File: config.mk
export PLATFORM = sky130hd
export DESIGN_NAME = dual_pred_move
export DESIGN_NICKNAME = d
export VERILOG_FILES = /design/src/rtl/mv_pkg.sv /design/src/rtl/mv_reg_table.sv /design/src/rtl/mv_skip_scan.sv /design/src/rtl/dual_pred_move.sv
export SDC_FILE = /design/constraint.sdc
export NUM_CORES = 1
export LEC_CHECK = 0
export BUFFER_PORTS_ARGS = -buffer_cell sky130_fd_sc_hd__buf_4
export CORE_MARGIN = 2
export CORE_UTILIZATION = 30
export DETAILED_ROUTE_END_ITERATION = 12
export MAX_ROUTING_LAYER = met4
export PLACE_DENSITY_LB_ADDON = 0.2
export SKIP_CTS_REPAIR_TIMING = 1
export SLEW_MARGIN = 20
export SYNTH_ARGS = -nofsm -noshare
export SYNTH_HDL_FRONTEND = slang
export SYNTH_SLANG_ARGS = --single-unit
export TNS_END_PERCENT = 1
File: constraint.sdc
create_clock -name clk -period 11.36 [get_ports clk]
set_input_delay 2.84 -clock clk [delete_from_list [all_inputs] [get_ports clk]]
set_output_delay 2.84 -clock clk [all_outputs]
set_load 0.03 [all_outputs]
File: src/rtl/mv_pkg.sv
package mv_pkg;
  localparam int REG_W = 5;
  localparam int NREG  = 1 << REG_W;
  localparam logic [3:0] MV_FUNCT4 = 4'b1000;
  localparam logic [1:0] MV_QUAD   = 2'b10;

  typedef enum logic [1:0] {
    ST_IDLE,
    ST_RUN,
    ST_FIN
  } mv_state_e;
endpackage

File: src/rtl/mv_reg_table.sv
module mv_reg_table
  import mv_pkg::*;
(
  input  logic             clk,
  input  logic             rst,
  input  logic             we,
  input  logic [REG_W-1:0] waddr,
  input  logic             wvec,
  input  logic [REG_W-1:0] wbase,
  input  logic [REG_W-1:0] ra,
  input  logic [REG_W-1:0] rb,
  output logic             vec_a,
  output logic [REG_W-1:0] base_a,
  output logic             vec_b,
  output logic [REG_W-1:0] base_b
);
  logic [NREG-1:0]  vec_q;
  logic [REG_W-1:0] base_q [NREG];

  // flags reset so that every register starts scalar
  for (genvar e = 0; e < NREG; e++) begin : g_flag
    always_ff @(posedge clk) begin
      if (rst) vec_q[e] <= 1'b0;
      else if (we && (waddr == REG_W'(e))) vec_q[e] <= wvec;
    end
  end

  // base field kept free of reset so it maps onto plain storage
  always_ff @(posedge clk) begin
    if (we) base_q[waddr] <= wbase;
  end

  assign vec_a  = vec_q[ra];
  assign base_a = vec_q[ra] ? base_q[ra] : ra;
  assign vec_b  = vec_q[rb];
  assign base_b = vec_q[rb] ? base_q[rb] : rb;
endmodule

File: src/rtl/mv_skip_scan.sv
module mv_skip_scan #(
  parameter int W  = 32,
  parameter int VW = $clog2(W + 1)
) (
  input  logic [W-1:0]  mask,
  input  logic [VW-1:0] from,
  output logic [VW-1:0] hit
);
  // lowest enabled element at or above 'from', W when none remains
  always_comb begin
    hit = VW'(W);
    for (int k = W - 1; k >= 0; k--) begin
      if (mask[k] && (k >= int'(from))) hit = VW'(k);
    end
  end
endmodule

File: src/rtl/dual_pred_move.sv
module dual_pred_move
  import mv_pkg::*;
#(
  parameter int XLEN  = 32,
  parameter int MAXVL = 32,
  parameter int VW    = $clog2(MAXVL + 1)
) (
  input  logic             clk,
  input  logic             rst,
  input  logic             start,
  input  logic [15:0]      instr,
  input  logic             tbl_we,
  input  logic [REG_W-1:0] tbl_addr,
  input  logic             tbl_vec,
  input  logic [REG_W-1:0] tbl_base,
  input  logic [MAXVL-1:0] src_mask,
  input  logic [MAXVL-1:0] dst_mask,
  input  logic [VW-1:0]    vlen,
  output logic             rf_rd_en,
  output logic [REG_W-1:0] rf_rd_addr,
  input  logic [XLEN-1:0]  rf_rd_data,
  output logic             rf_wr_en,
  output logic [REG_W-1:0] rf_wr_addr,
  output logic [XLEN-1:0]  rf_wr_data,
  output logic             busy,
  output logic             done
);
  localparam logic [VW-1:0] VL_CAP = VW'(MAXVL);

  // instruction fields
  logic [REG_W-1:0] rd_f, rs_f;
  logic             enc_ok;
  assign rd_f   = instr[11:7];
  assign rs_f   = instr[6:2];
  assign enc_ok = (instr[15:12] == MV_FUNCT4) && (instr[1:0] == MV_QUAD);

  // tag table
  logic             t_svec, t_dvec;
  logic [REG_W-1:0] t_sbase, t_dbase;

  mv_reg_table u_tbl (
    .clk    (clk),
    .rst    (rst),
    .we     (tbl_we),
    .waddr  (tbl_addr),
    .wvec   (tbl_vec),
    .wbase  (tbl_base),
    .ra     (rs_f),
    .rb     (rd_f),
    .vec_a  (t_svec),
    .base_a (t_sbase),
    .vec_b  (t_dvec),
    .base_b (t_dbase)
  );

  // captured operands
  mv_state_e        state_q;
  logic             s_vec_q, d_vec_q;
  logic [REG_W-1:0] s_base_q, d_base_q;
  logic [MAXVL-1:0] s_mask_q, d_mask_q;
  logic [VW-1:0]    vl_q;
  logic [VW-1:0]    s_idx_q, d_idx_q;

  // write stage
  logic             p_we_q;
  logic [REG_W-1:0] p_addr_q;
  logic             fwd_q;
  logic [XLEN-1:0]  wdata_q;
  logic             done_q;

  // per-side skip scanners, one per predicate
  logic [MAXVL-1:0] scan_mask [2];
  logic [VW-1:0]    scan_from [2];
  logic [VW-1:0]    scan_hit  [2];
  assign scan_mask[0] = s_mask_q;
  assign scan_mask[1] = d_mask_q;
  assign scan_from[0] = s_idx_q;
  assign scan_from[1] = d_idx_q;

  for (genvar g = 0; g < 2; g++) begin : g_scan
    mv_skip_scan #(.W(MAXVL), .VW(VW)) u_scan (
      .mask (scan_mask[g]),
      .from (scan_from[g]),
      .hit  (scan_hit[g])
    );
  end

  // element step
  logic [VW-1:0]    s_eff, d_eff;
  logic             both_scalar, in_range, issue;
  logic [REG_W-1:0] rd_addr_c, wr_addr_c;

  always_comb begin
    s_eff       = s_vec_q ? scan_hit[0] : s_idx_q;
    d_eff       = d_vec_q ? scan_hit[1] : d_idx_q;
    both_scalar = !s_vec_q && !d_vec_q;
    in_range    = (s_eff < vl_q) && (d_eff < vl_q);
    issue       = (state_q == ST_RUN) && (both_scalar || in_range);
    rd_addr_c   = s_base_q + REG_W'(s_eff);
    wr_addr_c   = d_base_q + REG_W'(d_eff);
  end

  assign rf_rd_en   = issue;
  assign rf_rd_addr = rd_addr_c;
  assign rf_wr_en   = p_we_q;
  assign rf_wr_addr = p_addr_q;
  assign rf_wr_data = fwd_q ? wdata_q : rf_rd_data;
  assign busy       = (state_q != ST_IDLE);
  assign done       = done_q;

  always_ff @(posedge clk) begin
    if (rst) begin
      state_q <= ST_IDLE;
      p_we_q  <= 1'b0;
      fwd_q   <= 1'b0;
      done_q  <= 1'b0;
      s_idx_q <= '0;
      d_idx_q <= '0;
    end else begin
      done_q   <= (state_q == ST_FIN);
      p_we_q   <= issue && (wr_addr_c != '0);
      p_addr_q <= wr_addr_c;
      // read issued while the previous element's write is in flight
      fwd_q    <= issue && p_we_q && (p_addr_q == rd_addr_c);
      if (p_we_q) wdata_q <= rf_wr_data;

      case (state_q)
        ST_IDLE: begin
          if (start && enc_ok) begin
            s_vec_q  <= t_svec;
            d_vec_q  <= t_dvec;
            s_base_q <= t_sbase;
            d_base_q <= t_dbase;
            s_mask_q <= src_mask;
            d_mask_q <= dst_mask;
            vl_q     <= (vlen > VL_CAP) ? VL_CAP : vlen;
            s_idx_q  <= '0;
            d_idx_q  <= '0;
            state_q  <= ST_RUN;
          end
        end
        ST_RUN: begin
          if (issue) begin
            if (s_vec_q) s_idx_q <= s_eff + VW'(1);
            if (d_vec_q) d_idx_q <= d_eff + VW'(1);
            if (!d_vec_q) state_q <= ST_FIN;
          end else begin
            state_q <= ST_FIN;
          end
        end
        default: state_q <= ST_IDLE;
      endcase
    end
  end
endmodule

==> reports/results.tsv, run 1 <==
metric	value	unit
status	finished clean	
p_leak	6.88	nW
cts_max_level	2	
grt_max_degree	49	
total_power	0.00277	W
p_per_area	137	nW/um^2
startpoint	s_idx_q[2]	
antenna_found_initial	1	
gp_congestion	0.872	
port_buffers	178	
fmax	123	MHz
routedWlPerCell	22.8	um
r2r-start	s_idx_q[2]	
cts_buffers	38	
peakVddDrop	0.109	mV
synth-seq-cells	328	
num_vias	11800	
ys_types	82	
area_growth	19.7	%
required	8.52	ns
period_needed	8.12	ns
synth_top_area_share	49.7	%
grt_pass1_wl	73.4	mm
r2r_slack	6.08	ns
die_height	241	um
worstMarginPinSlew	0.984	ns
syn-num-nets	1416	
syn_area	16900	sq um
slew_headroom	34.3	%
crit_path_max_fanout	26	
maxCapViolCount	0	
viasPerCell	5.38	
ys_top_cells_by_area	edfxtp_1 50%, mux4_2 15%, dfxtp_1 5.8%	
min_path_cells	2	
rsz0062_at_grt	false	
final_antenna_net_count	0	
final.setup.tns	0	ns
setup_viol	0	
synth_ff_type	edfxtp_1	
io_pins	179	
grt_usage	17.3	%
r2r_cells	14	
overflow	0	
first_iter_violations	1023	
synth_edf_count	279	
dieArea	58100	sq um
yosys.area.top_type	edfxtp_1	
dieWidth	241	um
cts_max_path_buffers	3	
cts.clk_slew.worst_paths	0.06	ns
hold_viol	0	
core_area	55300	sq um
dp_hpwl	34.0	mm
hold_class	reg -> reg	
num_rows	86	
cp.arrival	5.28	ns
nFillCells	5371	
post-route-drc-count	0	
seq_area_frac_synth	55.5	%
critPathLaunchType	flop	
first_pass_iters	5	
timing.final.crit_share	71.5	%
worstSkewPairLatency	0.57	ns
cts_tree	yes	
yosys_warnings	0	
worstSetupEndpointType	primary output	
start_util	30.5	%
grt_pass1_vias	11700	
finClkSkew	0.0131	ns
crit_type	reg -> out	
synthCells	1261	
postRouteWirelength	49.9	mm
hold_start	u_tbl.vec_q[13]	
cts_sinks	328	
post_route_cells_drive_above_1_share	28.8	%
drv_slew	0	
root_buffer	clkbuf_16	
nets	1565	
synth-async-reset-ratio	0	%
avgSynthCellArea	13.4	sq um
## flip-flops by register name, summed over array words and instances, names as in the netlist, 2 cells and up
name,cells
s_mask_q,32
wdata_q,32
state_q,2
u_tbl.base_q,160
vl_q,6
rf_wr_addr,5
u_tbl.vec_q,32
d_idx_q,6
d_base_q,5
d_mask_q,32
s_idx_q,6
s_base_q,5
## kinds of logic (layout without fill, tap and decap cells)
kind of cell             after synthesis  count (layout)  synth area share (%)
AND/OR/NAND/NOR                      303             303                  8.66
adder cells (fa/ha/maj)               23              23                  1.78
XOR/XNOR                              18              18                 0.935
other                                  0               1                     0
buffers and inverters                122             300                  2.79
multiplexers                         163             163                  18.6
flip-flops                           328             328                  55.5
AO/OA/AOI/OAI                        304             304                  11.8
## final cells by class
type | count | area [sq um] | share of cell area, %
clock buffers | 48 | 1030 | 5.09
multi-input cells | 811 | 7050 | 34.9
flip-flops and latches | 328 | 9360 | 46.3
diodes | 1 | 2.50 | 0.0124
repair buffers | 186 | 1410 | 6.98
clock inverters | 21 | 243 | 1.20
well taps | 748 | 936 | 4.63
inverters | 45 | 169 | 0.836
## per-layer routing
metal / up-vias / GRT usage, % / part of all wire, %
li1: 5315 / - / -
met1: 5977 / 22.1 / 43
met2: 405 / 27.9 / 48
met3: 72 / 3.24 / 6.2
met4: 0 / 5.57 / 2.7
met5: - / - / 0
## report_power, final
| group | total, W | leakage, nW | switching (W) | internal (W) |
|---|---|---|---|---|
| Clock | 0.00125 | 0.614 | 0.000516 | 0.000738 |
| Combinational | 0.000195 | 3.35 | 0.000104 | 0.0000915 |
| Sequential | 0.00132 | 2.92 | 0.00000432 | 0.00131 |
## cells in the mapped netlist, drive strengths merged, types with 14 or more instances
master,n
a21oi,77
a31oi,15
buf,28
clkbuf,49
dfxtp,49
edfxtp,279
ha,20
inv,45
mux2,39
mux4,116
nand2,90
nand2b,14
nand3,26
nand4,17
nor2,81
nor2b,19
o21ai,83
## path summary, 6_finish.rpt
kind	end
max	rf_rd_en
min reg2reg	u_tbl.vec_q[13]
max reg2reg	d_idx_q[0]
min	u_tbl.vec_q[13]
## metrics by stage
step                      utilization, %  worst slack [ns]  instance area (sq um)  cells  hold slack [ns]
after floorplan                        -              4.03                  16900   1261            0.437
after global placement              34.2              3.94                  18900   2117            0.468
after detailed placement            34.2              3.85                  18900   2117            0.480
after CTS                           36.5              3.25                  20200   2186            0.489
after global routing                36.5              2.81                  20200   2188            0.506
final                               36.5              3.24                  20200   2188            0.490
## cells in the final DEF, fill, tap and decap left out, types with 20 or more instances in the layout
master	count
edfxtp_1	279
buf_4	185
mux4_2	116
nand2_1	90
o21ai_0	81
nor2_1	80
a21oi_1	77
dfxtp_1	49
inv_1	44
mux2_2	38
clkbuf_16	38
nand3_1	25
ha_1	20
## worst max-delay path: stages (launching register included)
cell and delay [ns]:
dfxtp_1 0.94, inv_1 0.26, o311a_1 0.42, o21bai_1 0.18, or3b_1 0.42, o32ai_2 0.46, ha_1 0.33, nor2b_1 0.13
o21ai_0 0.17, o2111ai_1 0.20, a2111oi_2 0.36, a211oi_1 0.13, a21oi_1 0.22, o21ai_0 0.17, inv_1 0.11, buf_4 0.17
Power figures use the tool's default switching activity.
==> inputs of run 2 (changes only) <==
- clock period: 11.36 -> 8 ns (I/O delays scaled with it)
==> reports/results.tsv, run 2 (same netlist as run 1, synthesis figures left out) <==
metric	value	unit
final_antenna_net_count	0	
root_buffer	clkbuf_16	
postRouteWirelength	49.5	mm
routedWlPerCell	22.7	um
nFillCells	5419	
switching_power	0.000900	W
cts_max_path_buffers	3	
slew_headroom	32.5	%
layout_commonest_cell	edfxtp_1	
cts_sinks	328	
num_vias	11700	
layout.cells.most_common_list	279 x edfxtp_1, 183 x buf_4, 116 x mux4_2, 90 x nand2_1, 81 x o21ai_0	
area_growth	19.2	%
io_pins	179	
first_iter_violations	816	
setup_viol	0	
swShare	23.3	%
dieArea	58100	sq um
drv_slew	0	
grt_max_degree	83	
peakVddDrop	0.150	mV
dp_hpwl	34.1	mm
hold_slack	0.490	ns
antenna_found_initial	0	
grt_pass1_vias	11700	
p_leak	6.84	nW
grt_pass1_wl	73.9	mm
start_util	30.5	%
crit_path_max_fanout	21	
first_pass_iters	5	
rsz0062_at_grt	false	
largest_reg_flops	160	
maxCapViolCount	0	
final.setup.tns	0	ns
worstMarginPinSlew	1.01	ns
fmax	135	MHz
post_route_cells_drive_above_1_share	29.0	%
gp_congestion	0.889	
status	finished clean	
num_rows	86	
required	6.00	ns
cts_max_level	2	
hold_class	reg -> reg	
grt_usage	17.5	%
finClkSkew	0.0230	ns
dieWidth	241	um
p_per_area	192	nW/um^2
largest_register	u_tbl.base_q	
clkPwrFrac	44.3	%
timing.final.crit_share	92.5	%
crit_type	reg -> out	
cellInternalPower	0.00296	W
place_inst	2116	
critPathLaunchType	flop	
hold_viol	0	
nets	1564	
fin_cells	2187	
post-route-drc-count	0	
port_buffers	178	
period_needed	7.40	ns
cts.clk_slew.worst_paths	0.06	ns
worstSetupEndpointType	primary output	
power_frac_comb	7.2	%
cp.arrival	5.40	ns
n_antenna_cell	0	
cts_buffers	39	
die_height	241	um
cts_tree	yes	
total_power	0.00386	W
overflow	0	
p_seq_share	48.6	%
core_area	55300	sq um
worstSkewPairLatency	0.57	ns
viasPerCell	5.33	
==> run 2: final timing paths <==
path	startpoint	endpoint	slack (ns)	cells after the start
worst max-delay path	d_idx_q[2]	rf_rd_en	0.60	15
worst min-delay path	u_tbl.vec_q[31]	u_tbl.vec_q[31]	0.49	2
worst max register to register	d_idx_q[2]	d_idx_q[5]	2.69	15
worst min register to register	u_tbl.vec_q[31]	u_tbl.vec_q[31]	0.49	2
==> run 2: power by group through the flow <==
stage,clock [W],sequential (W),combinational [W]
2_1_floorplan,0,0.00191,0.000150
3_5_place_dp,0,0.00191,0.000281
3_3_place_gp,0,0.00191,0.000278
5_1_grt,0.00182,0.00187,0.000295
6_report,0.00171,0.00187,0.000276
4_1_cts,0.00176,0.00187,0.000281
==> run 2: final cells by class <==
| type | instances | area (sq um) | area share [%] |
|---|---|---|---|
| Sequential cell | 328 | 9360 | 46.5 |
| Multi-Input combinational cell | 811 | 7050 | 35.1 |
| Timing Repair Buffer | 184 | 1390 | 6.89 |
| Clock buffer | 47 | 1030 | 5.10 |
| Tap cell | 748 | 936 | 4.65 |
| Clock inverter | 24 | 184 | 0.915 |
| Inverter | 45 | 169 | 0.840 |
==> run 2: worst max-delay path, cell delays in order (launching register included) <==
cell	delay, ns
dfxtp_1	0.78
inv_1	0.36
o31ai_1	0.53
a31oi_1	0.25
nor4_1	0.38
a2bb2oi_1	0.33
inv_1	0.15
ha_1	0.32
nand3_1	0.12
o2111ai_1	0.31
a2111oi_2	0.10
a211oi_1	0.44
a21oi_1	0.10
o21ai_0	0.36
inv_1	0.09
buf_4	0.19
==> run 2: routing by layer <==
layer	vias up	wire length, um	GRT usage [%]
li1	5315	-	-
met1	5888	21600	22.6
met2	374	23700	28.2
met3	79	2950	2.95
met4	0	1270	5.48
met5	-	0	-
==> run 2: metrics by stage <==
step / setup slack [ns] / util (%) / cell area, sq um
finish: 0.601 / 36.4 / 20100
global route: 0.211 / 36.4 / 20100
CTS: 0.661 / 36.3 / 20100
detailed placement: 1.28 / 34.2 / 18900
global placement: 1.41 / 34.2 / 18900
floorplan: 1.51 / - / 16900
